==> config.mk <==
export PLATFORM = sky130hd
export DESIGN_NAME = gpio_wake_monitor
export DESIGN_NICKNAME = d
export VERILOG_FILES = /design/src/rtl/gwm_pkg.sv /design/src/rtl/gwm_edge_sync.sv /design/src/rtl/gwm_bank_regs.sv /design/src/rtl/gwm_irq_merge.sv /design/src/rtl/gpio_wake_monitor.sv
export SDC_FILE = /design/constraint.sdc
export NUM_CORES = 1
export LEC_CHECK = 0
export BUFFER_PORTS_ARGS = -buffer_cell sky130_fd_sc_hd__buf_2
export CAP_MARGIN = 20
export CORE_AREA = 2 2 211 192
export DETAILED_ROUTE_END_ITERATION = 12
export DIE_AREA = 0 0 213 194
export MAX_ROUTING_LAYER = met4
export SYNTH_ARGS = -nofsm -noshare
export SYNTH_HDL_FRONTEND = slang
export SYNTH_HIERARCHICAL = 1
export SYNTH_SLANG_ARGS = --single-unit
==> constraint.sdc <==
create_clock -name clk -period 3 [get_ports clk]
set_clock_uncertainty 0.05 [all_clocks]
set_input_delay 0.6 -clock clk [delete_from_list [all_inputs] [get_ports clk]]
set_output_delay 0.6 -clock clk [all_outputs]
set_load 0.02 [all_outputs]
==> src/rtl/gwm_pkg.sv <==
`timescale 1ns/1ps
package gwm_pkg;
  localparam int NUM_BANKS = 5;
  localparam int REG_W     = 32;
  localparam int ADDR_W    = 8;
  localparam int BANK_PINS [NUM_BANKS] = '{32, 10, 8, 2, 2};

  // Lowest pins_i index that belongs to bank n.
  function automatic int pin_base(input int n);
    int s;
    s = 0;
    for (int i = 0; i < n; i++) s += BANK_PINS[i];
    return s;
  endfunction

  localparam int TOTAL_PINS = pin_base(NUM_BANKS);

  function automatic logic [ADDR_W-1:0] status_addr(input int n);
    return ADDR_W'(4 + 8 * n);
  endfunction

  function automatic logic [ADDR_W-1:0] enable_addr(input int n);
    return ADDR_W'(8 + 8 * n);
  endfunction
endpackage

==> src/rtl/gwm_edge_sync.sv <==
`timescale 1ns/1ps
module gwm_edge_sync #(
  parameter int W = 8
) (
  input  logic         clk,
  input  logic         rst_n,
  input  logic [W-1:0] pin_i,
  output logic [W-1:0] edge_o
);
  logic [W-1:0] meta_q, sync_q, prev_q;

  always_ff @(posedge clk or negedge rst_n) begin
    if (!rst_n) begin
      meta_q <= '0;
      sync_q <= '0;
      prev_q <= '0;
    end else begin
      meta_q <= pin_i;
      sync_q <= meta_q;
      prev_q <= sync_q;
    end
  end

  // Either direction of change counts.
  assign edge_o = sync_q ^ prev_q;
endmodule

==> src/rtl/gwm_bank_regs.sv <==
`timescale 1ns/1ps
module gwm_bank_regs
  import gwm_pkg::*;
#(
  parameter int W = 8
) (
  input  logic             clk,
  input  logic             rst_n,
  input  logic [W-1:0]     edge_i,
  input  logic             st_wr_i,
  input  logic             en_wr_i,
  input  logic [W-1:0]     wdata_i,
  input  logic             clr_all_i,
  output logic [REG_W-1:0] status_o,
  output logic [REG_W-1:0] enable_o,
  output logic             pending_o
);
  logic [W-1:0] st_q, en_q, w1c, st_d;

  assign w1c = st_wr_i ? wdata_i : '0;

  always_comb begin
    if (clr_all_i) st_d = '0;
    else           st_d = (st_q & ~w1c) | edge_i;
  end

  always_ff @(posedge clk or negedge rst_n) begin
    if (!rst_n) begin
      st_q <= '0;
      en_q <= '0;
    end else begin
      st_q <= st_d;
      if (en_wr_i) en_q <= wdata_i;
    end
  end

  always_comb begin
    status_o = '0;
    enable_o = '0;
    status_o[W-1:0] = st_q;
    enable_o[W-1:0] = en_q;
  end

  assign pending_o = |(st_q & en_q);

  // Edges land in status regardless of enable and of a same-cycle clear.
  assert_edge_sets_R1: assert property (@(posedge clk) disable iff (!rst_n)
    (|edge_i && !clr_all_i) |=> ((st_q & $past(edge_i)) == $past(edge_i)));

  assert_zero_keeps_R3: assert property (@(posedge clk) disable iff (!rst_n)
    (st_wr_i && !clr_all_i) |=>
      ((st_q & $past(st_q & ~wdata_i)) == $past(st_q & ~wdata_i)));

  assert_one_clears_R3: assert property (@(posedge clk) disable iff (!rst_n)
    (st_wr_i && !clr_all_i) |=> ((st_q & $past(wdata_i & ~edge_i)) == '0));

  assert_clear_all_R7: assert property (@(posedge clk) disable iff (!rst_n)
    clr_all_i |=> (st_q == '0));
endmodule

==> src/rtl/gwm_irq_merge.sv <==
`timescale 1ns/1ps
module gwm_irq_merge #(
  parameter int N = 5
) (
  input  logic         clk,
  input  logic         rst_n,
  input  logic [N-1:0] pending_i,
  input  logic         global_en_i,
  output logic         irq_o
);
  logic fire;
  assign fire = global_en_i && (|pending_i);

  always_ff @(posedge clk or negedge rst_n) begin
    if (!rst_n) irq_o <= 1'b0;
    else        irq_o <= fire;
  end

  assert_irq_rise_R6: assert property (@(posedge clk) disable iff (!rst_n)
    (global_en_i && |pending_i) |=> irq_o);

  assert_irq_fall_R6: assert property (@(posedge clk) disable iff (!rst_n)
    !(global_en_i && |pending_i) |=> !irq_o);
endmodule

==> src/rtl/gpio_wake_monitor.sv <==
`timescale 1ns/1ps
module gpio_wake_monitor
  import gwm_pkg::*;
(
  input  logic                  clk,
  input  logic                  rst_n,
  input  logic [TOTAL_PINS-1:0] pins_i,
  input  logic [ADDR_W-1:0]     reg_addr_i,
  input  logic                  reg_wr_i,
  input  logic [REG_W-1:0]      reg_wdata_i,
  output logic [REG_W-1:0]      reg_rdata_o,
  input  logic                  global_wake_en_i,
  input  logic                  status_reset_i,
  output logic                  wake_irq_o
);
  logic [REG_W-1:0]     st_word [NUM_BANKS];
  logic [REG_W-1:0]     en_word [NUM_BANKS];
  logic [NUM_BANKS-1:0] pending;
  logic [NUM_BANKS-1:0] st_hit, en_hit;

  for (genvar b = 0; b < NUM_BANKS; b++) begin : g_bank
    localparam int W  = BANK_PINS[b];
    localparam int LO = pin_base(b);
    logic [W-1:0] edges;

    assign st_hit[b] = (reg_addr_i == status_addr(b));
    assign en_hit[b] = (reg_addr_i == enable_addr(b));

    gwm_edge_sync #(.W(W)) u_sync (
      .clk    (clk),
      .rst_n  (rst_n),
      .pin_i  (pins_i[LO +: W]),
      .edge_o (edges)
    );

    gwm_bank_regs #(.W(W)) u_regs (
      .clk       (clk),
      .rst_n     (rst_n),
      .edge_i    (edges),
      .st_wr_i   (reg_wr_i && st_hit[b]),
      .en_wr_i   (reg_wr_i && en_hit[b]),
      .wdata_i   (reg_wdata_i[W-1:0]),
      .clr_all_i (status_reset_i),
      .status_o  (st_word[b]),
      .enable_o  (en_word[b]),
      .pending_o (pending[b])
    );
  end

  always_comb begin
    reg_rdata_o = '0;
    for (int b = 0; b < NUM_BANKS; b++) begin
      if (st_hit[b]) reg_rdata_o = st_word[b];
      if (en_hit[b]) reg_rdata_o = en_word[b];
    end
  end

  gwm_irq_merge #(.N(NUM_BANKS)) u_irq (
    .clk         (clk),
    .rst_n       (rst_n),
    .pending_i   (pending),
    .global_en_i (global_wake_en_i),
    .irq_o       (wake_irq_o)
  );

  // A single address never decodes to two registers.
  assert_one_decode_R8: assert property (@(posedge clk) disable iff (!rst_n)
    $onehot0({st_hit, en_hit}));

  assert_global_gate_R6: assert property (@(posedge clk) disable iff (!rst_n)
    !global_wake_en_i |=> !wake_irq_o);
endmodule

==> results.json, run 1 <==
{
  "status": "finished with violations",
  "violations": "hold timing",
  "met1_usage": 0.249,
  "busiest_layer": "met2",
  "io_buffer_count": 131,
  "ir_worst_vdd_mv": 0.511,
  "routedWlPerCell_um": 17.6,
  "die-area_mm2": 0.0413,
  "cts-htree-levels": 1,
  "ys_ff_latch": 271,
  "arrival_ns": 2.31,
  "fmax_mhz": 337,
  "crit_type": "input pin to output pin",
  "grt_use_total": 0.176,
  "synthAdderAreaFrac": 0,
  "syn_inst": 1278,
  "ys_warn_count": 6,
  "synth_area_mm2": 0.0136,
  "yosysTopAreaCell": "dfrtp_1",
  "final_nets": 1564,
  "worst_pin_slew_ns": 0.797,
  "maxSlewViolCount": 0,
  "cts_made_buffers": 27,
  "rsz0062_at_grt": "yes",
  "core.rowCount": 69,
  "root_buffer": "clkbuf_16",
  "synth_edf_count": 0,
  "die_x_um": 213,
  "p_leak_nw": 7.24,
  "ys.flop_type": "dfrtp_1",
  "drt_wl_total_um": 35700,
  "ant_nets": 0,
  "cts.sinks": 271,
  "power.total_mw": 8.22,
  "synthSimpleGateAreaFrac": 0.0874,
  "grt_max_degree": 79,
  "final_hold_viol_count": 1,
  "synth_area_leaders": "dfrtp_1 (50%), buf_4 (12%), mux2_2 (3.8%)",
  "vias_per_cell": 4.64,
  "clockBufferDepth": 3,
  "detailed_place.area_mm2": 0.0146,
  "clock_latency_ns": 0.54,
  "yosysMostFrequentCell": "dfrtp_1",
  "worstSetupStartpointType": "input pin",
  "max-slew-margin-rel": 0.469,
  "period_needed_ns": 2.96,
  "drv_cap": 0,
  "grt_pass1_vias": 9250,
  "synthMuxAreaShare": 0.0644,
  "cts_tree": "yes",
  "avgSynthCellArea_um2": 10.6,
  "post-route-period-util": 0.988,
  "grtUsageMet2": 0.259,
  "synth-xor-area-share": 0.0349,
  "die_y_um": 194,
  "synth_compound_area_frac": 0.171,
  "final_layout_size_suffix_gt1_frac": 0.255,
  "grt_overflow_total": 0,
  "rr_worst_depth": 5,
  "synth_top_cell_area_share": 0.500,
  "antenna_found_initial": 8,
  "grt_util_met3": 0.0390,
  "num_io_pins": 132,
  "start_util": 0.347,
  "cp-end-kind": "output pin",
  "ys_seq_area_frac": 0.500,
  "grt_pass1_wl_um": 54700,
  "hpwl_um": 26400,
  "fin_area_mm2": 0.0158,
  "hold_path_class": "input pin to async pin",
  "async_flop_share": 1.00,
  "clk_pin_slew_ns": 0.06,
  "power_density_mw_per_mm2": 522,
  "coreArea_mm2": 0.0391,
  "fin_hold_ws_ns": -0.00130,
  "netlist_top_cells_count": "dfrtp_1 (271), buf_4 (215), nand2_1 (86)",
  "drc": 0,
  "drtPass1Iterations": 5,
  "cp_max_fo": 8,
  "routed-via-count": 9399,
  "cp.required_ns": 2.35,
  "yosysUniqueCellTypes": 64,
  "synth_top_family_by_area": "compound AO/OA/AOI/OAI gates",
  "finalSetupViolations": 0,
  "globalplace.congestion": 0.911,
  "area_growth_pct": 16.2,
  "drt_iter0_drc": 715
}
## worst paths after layout
kind	from	end	slack, ns
worst max register to register	g_bank[0].u_regs/status_o[14]$_DFF_PN0_	u_irq/irq_o$_DFF_PN0_	0.64
worst max-delay path	reg_addr_i[6]	reg_rdata_o[8]	0.04
worst min register to register	g_bank[0].u_sync/meta_q[26]$_DFF_PN0_	g_bank[0].u_sync/sync_q[26]$_DFF_PN0_	0.29
max in group asynchronous	rst_n	g_bank[1].u_regs/st_q[1]$_DFF_PN0_	2.13
min in group clk	pins_i[0]	g_bank[0].u_sync/meta_q[0]$_DFF_PN0_	0.12
worst min-delay path	rst_n	g_bank[1].u_sync/meta_q[2]$_DFF_PN0_	-0.001
## flip-flops by register name (all words and copies together), names as in the netlist
register	cells
g_bank.u_regs/status_o	32
g_bank.u_sync/prev_q	54
g_bank.u_regs/en_q	22
u_irq/irq_o	1
g_bank.u_sync/meta_q	54
g_bank.u_regs/enable_o	32
g_bank.u_regs/st_q	22
g_bank.u_sync/sync_q	54
## placed cells by master, fill, tap and decap left out, types with 6 or more instances in the layout
cell	n
dfrtp_1	271
nand2b_1	6
mux2i_1	19
buf_6	9
o221ai_2	6
o21ai_1	19
a22oi_1	38
buf_12	9
and3_1	7
a31oi_1	6
diode_2	8
nor2_1	77
a211oi_1	17
a21boi_0	8
a21oi_1	82
nor3_1	9
o221ai_1	16
nand4_1	8
xor2_1	54
nand2_1	85
inv_1	12
buf_2	117
conb_1	212
o221a_1	9
buf_4	87
o21ai_0	38
mux2_4	8
mux2_2	46
a22o_1	19
o22ai_1	27
nor2b_1	13
nand3_1	7
a2bb2oi_1	7
clkbuf_16	27
clkbuf_1	7
o21ba_2	8
## stage by stage
step | hold slack (ns) | utilization | setup TNS (ns) | worst slack [ns] | instances
finish | -0.00130 | 0.403 | 0 | 0.0360 | 2024
global route | 0.0393 | 0.403 | -0.0614 | -0.0228 | 2024
CTS | 0.0166 | 0.398 | 0 | 0.00275 | 2016
detailed placement | 0.285 | 0.374 | -0.423 | -0.101 | 1968
global placement | 0.284 | 0.374 | -0.519 | -0.135 | 1968
floorplan | 0.254 | - | 0 | 0.271 | 1486
## area by class of cell
class                      instances  area (um2)
timing repair buffer             224        1540
inverter                          12        45.0
antenna                            8        20.0
sequential                       271        6780
tap                              532         666
fill                            3797       23300
clock inverter                    11         143
clock buffer                      37         743
multi-input combinational        929        5820
## timing repair
item | in CTS | in global routing
hold endpoints to repair | 0 | 0
buffers inserted | 0 | 0
cloned | 0 | 1
hold buffers | 0 | 0
pin swaps | 2 | 15
resized for setup | 10 | 48
setup endpoints to repair | 11 | 29
## layer usage
layer,share of wire,vias up
met1,0.47,4598
met2,0.44,253
met4,0.016,0
li1,-,4503
met5,0,-
met3,0.067,45
## power by group
| part | internal (mW) | switching, mW | total [mW] |
|---|---|---|---|
| registers | 3.87 | 0.172 | 4.04 |
| logic | 0.340 | 0.476 | 0.816 |
| clock network | 1.99 | 1.37 | 3.36 |
## cell families after synthesis
logic type             after synthesis
AO/OA/AOI/OAI                      342
XOR/XNOR                            54
buffers and inverters              286
flip-flops                         271
multiplexers                        76
other                                4
AND/OR/NAND/NOR                    245
## worst max-delay path: stages
cell	delay [ns]
buf_2	0.14
or4b_4	0.52
buf_6	0.15
nor3_4	0.21
buf_6	0.16
o21ai_2	0.05
o221ai_1	0.09
a22o_1	0.24
buf_6	0.14
No activity file was read; power rests on OpenSTA's default activity.
==> run 2, diff against run 1 <==
--- a/config.mk
+++ b/config.mk
@@ -7,10 +7,12 @@
 export LEC_CHECK = 0
 export BUFFER_PORTS_ARGS = -buffer_cell sky130_fd_sc_hd__buf_2
 export CAP_MARGIN = 20
-export CORE_AREA = 2 2 211 192
+export CORE_AREA = 2 2 200 202
 export DETAILED_ROUTE_END_ITERATION = 12
-export DIE_AREA = 0 0 213 194
+export DIE_AREA = 0 0 202 204
+export HOLD_SLACK_MARGIN = 0.03
 export MAX_ROUTING_LAYER = met4
+export PLACE_DENSITY_LB_ADDON = 0.1
 export SYNTH_ARGS = -nofsm -noshare
 export SYNTH_HDL_FRONTEND = slang
 export SYNTH_HIERARCHICAL = 1
==> run 2 against run 1 <==
Net effect:
- the run now ends clean
- core utilization grew 0.58 points
- worst hold slack improved by 0.098 ns
- first-iteration DRC count fell by 23%
- non-clock buffer count grew 15
- clock-buffer cell count increased by 4
- clock power rose by 15%
- die area decreased by 0.28%
- largest power group unchanged
- sequential cell count is the same
- power rose by 6.3%
- fmax increased by 0.93%
- sequential share of layout area down 0.69 points
- via count down 2.1%
- critical path type unchanged
==> results.json, run 2 (synthesis gave the netlist of run 1 again) <==
{
  "ant_nets": 0,
  "clock_latency_ns": 0.55,
  "cp-end-kind": "output pin",
  "worstSetupStartpointType": "input pin",
  "cp.required_ns": 2.35,
  "antenna_found_initial": 4,
  "start_util": 0.346,
  "ir_worst_vdd_mv": 0.399,
  "hold_path_class": "input pin to register",
  "cts.sinks": 271,
  "mostFrequentLayoutCell": "dfrtp_1",
  "status": "finished, final reports clean",
  "arrival_ns": 2.29,
  "drt_wl_total_um": 36600,
  "coreArea_mm2": 0.0392,
  "detailed_place.area_mm2": 0.0148,
  "grt_use_total": 0.184,
  "max-slew-margin-rel": 0.605,
  "pwr-share-comb": 0.096,
  "die_y_um": 204,
  "fin_cells": 2034,
  "crit_path_top_delay_cell": "or3b_4",
  "power.switching_mw": 2.10,
  "power_density_mw_per_mm2": 546,
  "p_sw_frac": 0.240,
  "crit_top_cell": "buf_4",
  "die_x_um": 202,
  "grt_max_degree": 68,
  "final_nets": 1581,
  "layout_common_cells": "dfrtp_1 (271), conb_1 (212), buf_2 (124)",
  "placed_cells": 1973,
  "cts_tree": "yes",
  "max_stage_delay_ns": 0.39,
  "io_buffer_count": 131,
  "cts_made_buffers": 29,
  "post-route-period-util": 0.979,
  "die-area_mm2": 0.0412,
  "p_leak_nw": 7.39,
  "pwr-share-seq": 0.463,
  "worst-path-buf-inv": 4,
  "drtPass1Iterations": 5,
  "reg_top3": "g_bank.u_sync/meta_q x54, g_bank.u_sync/prev_q x54, g_bank.u_sync/sync_q x54",
  "rsz0062_at_grt": "yes",
  "cp_max_fo": 5,
  "clockBufferDepth": 3,
  "crit_type": "input pin to output pin",
  "area_growth_pct": 18.1,
  "grt_overflow_total": 0,
  "fin_hold_ws_ns": 0.0967,
  "grt_pass1_wl_um": 56600,
  "root_buffer": "clkbuf_16",
  "crit_chain": "buf_4 -> or3b_4 -> buf_4 -> o221a_1 -> a21oi_2 -> buf_4 -> o221ai_2 -> a22o_1 -> buf_2",
  "worst_pin_slew_ns": 0.592,
  "num_io_pins": 132,
  "routedWlPerCell_um": 18.0,
  "drv_cap": 0,
  "final_layout_size_suffix_gt1_frac": 0.264,
  "vias_per_cell": 4.53,
  "fmax_mhz": 341,
  "cp_top_family": "compound AO/OA/AOI/OAI gates",
  "fin_area_mm2": 0.0160,
  "globalplace.congestion": 0.857,
  "clk_pin_slew_ns": 0.06,
  "p_clk_frac": 0.441,
  "core.rowCount": 73,
  "period_needed_ns": 2.94,
  "power.total_mw": 8.74,
  "routed-via-count": 9204,
  "final_hold_viol_count": 0,
  "finalSetupViolations": 0,
  "maxSlewViolCount": 0,
  "drt_iter0_drc": 550,
  "drc": 0,
  "cts-htree-levels": 1,
  "hpwl_um": 27400,
  "p_int_mw": 6.65,
  "grt_pass1_vias": 9220
}
-- run 2: per-layer routing --
layer / track usage / wire length, um / up-vias
met5: - / 0 / -
met4: 0.0441 / 680 / 0
met3: 0.0247 / 1430 / 46
met2: 0.278 / 16400 / 176
met1: 0.263 / 18100 / 4453
li1: - / - / 4529
-- run 2: layout make-up --
| cell class | instances | area [um2] |
|---|---|---|
| well taps | 525 | 657 |
| repair buffers | 239 | 1670 |
| diodes | 4 | 10.0 |
| clock inverters | 13 | 228 |
| clock buffers | 41 | 821 |
| multi-input cells | 929 | 5810 |
| inverters | 12 | 45.0 |
| flip-flops and latches | 271 | 6780 |
| fillers | 3838 | 23200 |
-- run 2: timing repair --
item,CTS,global route
pin swaps,0,12
endpoints found under the hold margin,61,0
hold buffers,1,0
resized for setup,10,33
gates cloned,0,0
endpoints found under the setup margin,10,32
buffers inserted,0,2
-- run 2: power by group through the flow --
stage / logic (mW) / registers (mW) / clock network (mW)
finish: 0.839 / 4.05 / 3.86
global route: 0.940 / 4.07 / 4.13
CTS: 0.833 / 4.05 / 3.96
detailed placement: 0.826 / 4.11 / 0
global placement: 0.820 / 4.11 / 0
floorplan: 0.619 / 4.04 / 0
-- run 2: metrics by stage --
step / setup slack (ns) / util / setup TNS [ns]
6_report: 0.0633 / 0.409 / 0
3_5_place_dp: -0.0873 / 0.377 / -0.204
2_1_floorplan: 0.271 / - / 0
3_3_place_gp: -0.0869 / 0.377 / -0.215
5_1_grt: -0.0208 / 0.409 / -0.0231
4_1_cts: -0.000529 / 0.405 / -0.000529
-- run 2: worst paths after layout --
check	startpoint	end	slack (ns)	cells after the start
min	pins_i[33]	g_bank[1].u_sync/meta_q[1]$_DFF_PN0_	0.1	1
max in group asynchronous	rst_n	g_bank[2].u_sync/meta_q[1]$_DFF_PN0_	1.57	3
max reg2reg	g_bank[0].u_regs/status_o[14]$_DFF_PN0_	u_irq/irq_o$_DFF_PN0_	0.55	5
min in group asynchronous	rst_n	g_bank[0].u_sync/meta_q[27]$_DFF_PN0_	0.56	2
min reg2reg	g_bank[0].u_sync/meta_q[13]$_DFF_PN0_	g_bank[0].u_sync/sync_q[13]$_DFF_PN0_	0.30	0
max	reg_addr_i[2]	reg_rdata_o[12]	0.06	9
==> run 3, diff against run 2 <==
--- a/config.mk
+++ b/config.mk
@@ -7,12 +7,15 @@
 export LEC_CHECK = 0
 export BUFFER_PORTS_ARGS = -buffer_cell sky130_fd_sc_hd__buf_2
 export CAP_MARGIN = 20
+export CELL_PAD_IN_SITES_DETAIL_PLACEMENT = 1
+export CELL_PAD_IN_SITES_GLOBAL_PLACEMENT = 2
 export CORE_AREA = 2 2 200 202
 export DETAILED_ROUTE_END_ITERATION = 12
 export DIE_AREA = 0 0 202 204
 export HOLD_SLACK_MARGIN = 0.03
 export MAX_ROUTING_LAYER = met4
 export PLACE_DENSITY_LB_ADDON = 0.1
+export SKIP_LAST_GASP = 1
 export SYNTH_ARGS = -nofsm -noshare
 export SYNTH_HDL_FRONTEND = slang
 export SYNTH_HIERARCHICAL = 1
==> run 3 against run 2 <==
Net effect:
- global-route usage increased by 1.3 points
- non-clock buffer count shrank 6
- clock power is 8.8% lower
- sequential power hardly changed
- design area down 0.24%
- core utilization shrank 0.099 points
- fmax decreased by 0.45%
- clock-buffer cell count fell by 4
- combinational power up 2%
- sequential cell count is the same
- power fell by 3.5%
- wire length increased by 8.2%
==> results.json, run 3 (synthesis gave the netlist of run 1 again) <==
{
  "final_hold_viol_count": 0,
  "clk_pin_slew_ns": 0.06,
  "power.switching_mw": 2.11,
  "vias_per_cell": 4.62,
  "clockBufferDepth": 3,
  "cts.sinks": 271,
  "placed_cells": 1963,
  "drv_cap": 0,
  "ir_worst_vdd_mv": 0.484,
  "clock_latency_ns": 0.55,
  "cts_made_buffers": 28,
  "worstSetupStartpointType": "input pin",
  "cts_tree": "yes",
  "die_x_um": 202,
  "min_path_cells": 1,
  "p_sw_frac": 0.251,
  "pwr-share-seq": 0.481,
  "p_leak_nw": 7.36,
  "mostFrequentLayoutCell": "dfrtp_1",
  "ant_nets": 0,
  "grt_max_degree": 88,
  "cp-end-kind": "output pin",
  "period_needed_ns": 2.95,
  "drtPass1Iterations": 5,
  "maxSlewViolCount": 0,
  "pwr-share-comb": 0.102,
  "drt_iter0_drc": 437,
  "coreArea_mm2": 0.0392,
  "routed-via-count": 9344,
  "arrival_ns": 2.30,
  "die_y_um": 204,
  "p_clk_frac": 0.418,
  "start_util": 0.346,
  "die-area_mm2": 0.0412,
  "max-slew-margin-rel": 0.604,
  "num_io_pins": 132,
  "drc": 0,
  "grt_pass1_vias": 9563,
  "diodes": 0,
  "fin_cells": 2021,
  "status": "finished, final reports clean",
  "reg_top3": "g_bank.u_sync/meta_q x54, g_bank.u_sync/prev_q x54, g_bank.u_sync/sync_q x54",
  "antenna_found_initial": 0,
  "drt_wl_total_um": 39500,
  "root_buffer": "clkbuf_16",
  "grt_overflow_total": 0,
  "cp_max_fo": 5,
  "hold_path_class": "input pin to register",
  "area_growth_pct": 17.9,
  "grt_pass1_wl_um": 60100,
  "p_int_mw": 6.32,
  "power_density_mw_per_mm2": 528,
  "final_layout_size_suffix_gt1_frac": 0.264,
  "routedWlPerCell_um": 19.6,
  "cts-htree-levels": 1,
  "detailed_place.area_mm2": 0.0147,
  "rr_worst_depth": 5,
  "core.rowCount": 73,
  "globalplace.congestion": 0.811,
  "finalSetupViolations": 0,
  "hpwl_um": 29600,
  "fmax_mhz": 339,
  "cp.required_ns": 2.35,
  "power.total_mw": 8.44,
  "post-route-period-util": 0.983,
  "fin_area_mm2": 0.0160,
  "final_nets": 1574,
  "utilization": 0.408,
  "io_buffer_count": 131,
  "worst_pin_slew_ns": 0.594,
  "layout_common_cells": "dfrtp_1 (271), conb_1 (212), buf_2 (119)",
  "crit_type": "input pin to output pin",
  "fin_hold_ws_ns": 0.0930,
  "rsz0062_at_grt": "yes",
  "grt_use_total": 0.197
}
## run 3: changes by cell type in the layout (fill, tap and decap cells not counted), moves of 4 or more
cell / change
buf_4: -8
buf_2: -5
clkinv_2: +4
diode_2: -4
## run 3: worst paths after layout
kind,endpoint,startpoint,slack (ns)
worst max register to register,u_irq/irq_o$_DFF_PN0_,g_bank[0].u_regs/enable_o[14]$_DFFE_PN0P_,0.66
worst max-delay path,reg_rdata_o[19],reg_addr_i[7],0.05
worst min-delay path,g_bank[2].u_sync/meta_q[1]$_DFF_PN0_,pins_i[43],0.09
worst min register to register,g_bank[0].u_sync/sync_q[8]$_DFF_PN0_,g_bank[0].u_sync/meta_q[8]$_DFF_PN0_,0.29
max in group asynchronous,g_bank[3].u_sync/prev_q[0]$_DFF_PN0_,rst_n,1.56
min in group asynchronous,g_bank[0].u_sync/meta_q[21]$_DFF_PN0_,rst_n,0.51
## run 3: final cells by class
cell class / instances / area [um2]
multi-input combinational: 929 / 5860
inverter: 12 / 45.0
timing repair buffer: 233 / 1690
clock buffer: 37 / 785
fill: 4381 / 23200
sequential: 271 / 6780
tap: 525 / 657
clock inverter: 14 / 165
## run 3: power groups by stage
stage | combinational, mW | sequential [mW] | clock, mW
after floorplan | 0.619 | 4.04 | 0
after global placement | 0.820 | 4.11 | 0
after detailed placement | 0.831 | 4.12 | 0
after CTS | 0.842 | 4.05 | 3.64
after global routing | 0.954 | 4.08 | 3.80
final | 0.858 | 4.05 | 3.52
## run 3: stage by stage
step	setup TNS, ns	worst slack (ns)
2_1_floorplan	0	0.271
3_3_place_gp	-0.904	-0.203
3_5_place_dp	-0.747	-0.158
4_1_cts	-0.00790	-0.00773
5_1_grt	-0.0931	-0.0400
6_report	0	0.0501
## run 3: repair_timing
item                                    4_1_cts  5_1_grt
endpoints found under the setup margin       19       31
cloned                                        0        3
setup buffers                                 1        2
hold buffers                                  1        0
pin swaps                                     2       10
gates resized for setup                      15       51
endpoints found under the hold margin        47        0
## run 3: metal layers
layer / share of wire / GRT usage
met1: 0.49 / 0.281
met3: 0.039 / 0.0269
met5: 0 / -
met4: 0.010 / 0.0310
met2: 0.46 / 0.305
## run 3: worst max-delay path, stage by stage
cell	delay, ns
buf_2	0.14
or4b_1	0.59
buf_4	0.20
nor2_4	0.13
a31oi_1	0.06
o22a_1	0.22
a21oi_1	0.17
buf_2	0.19
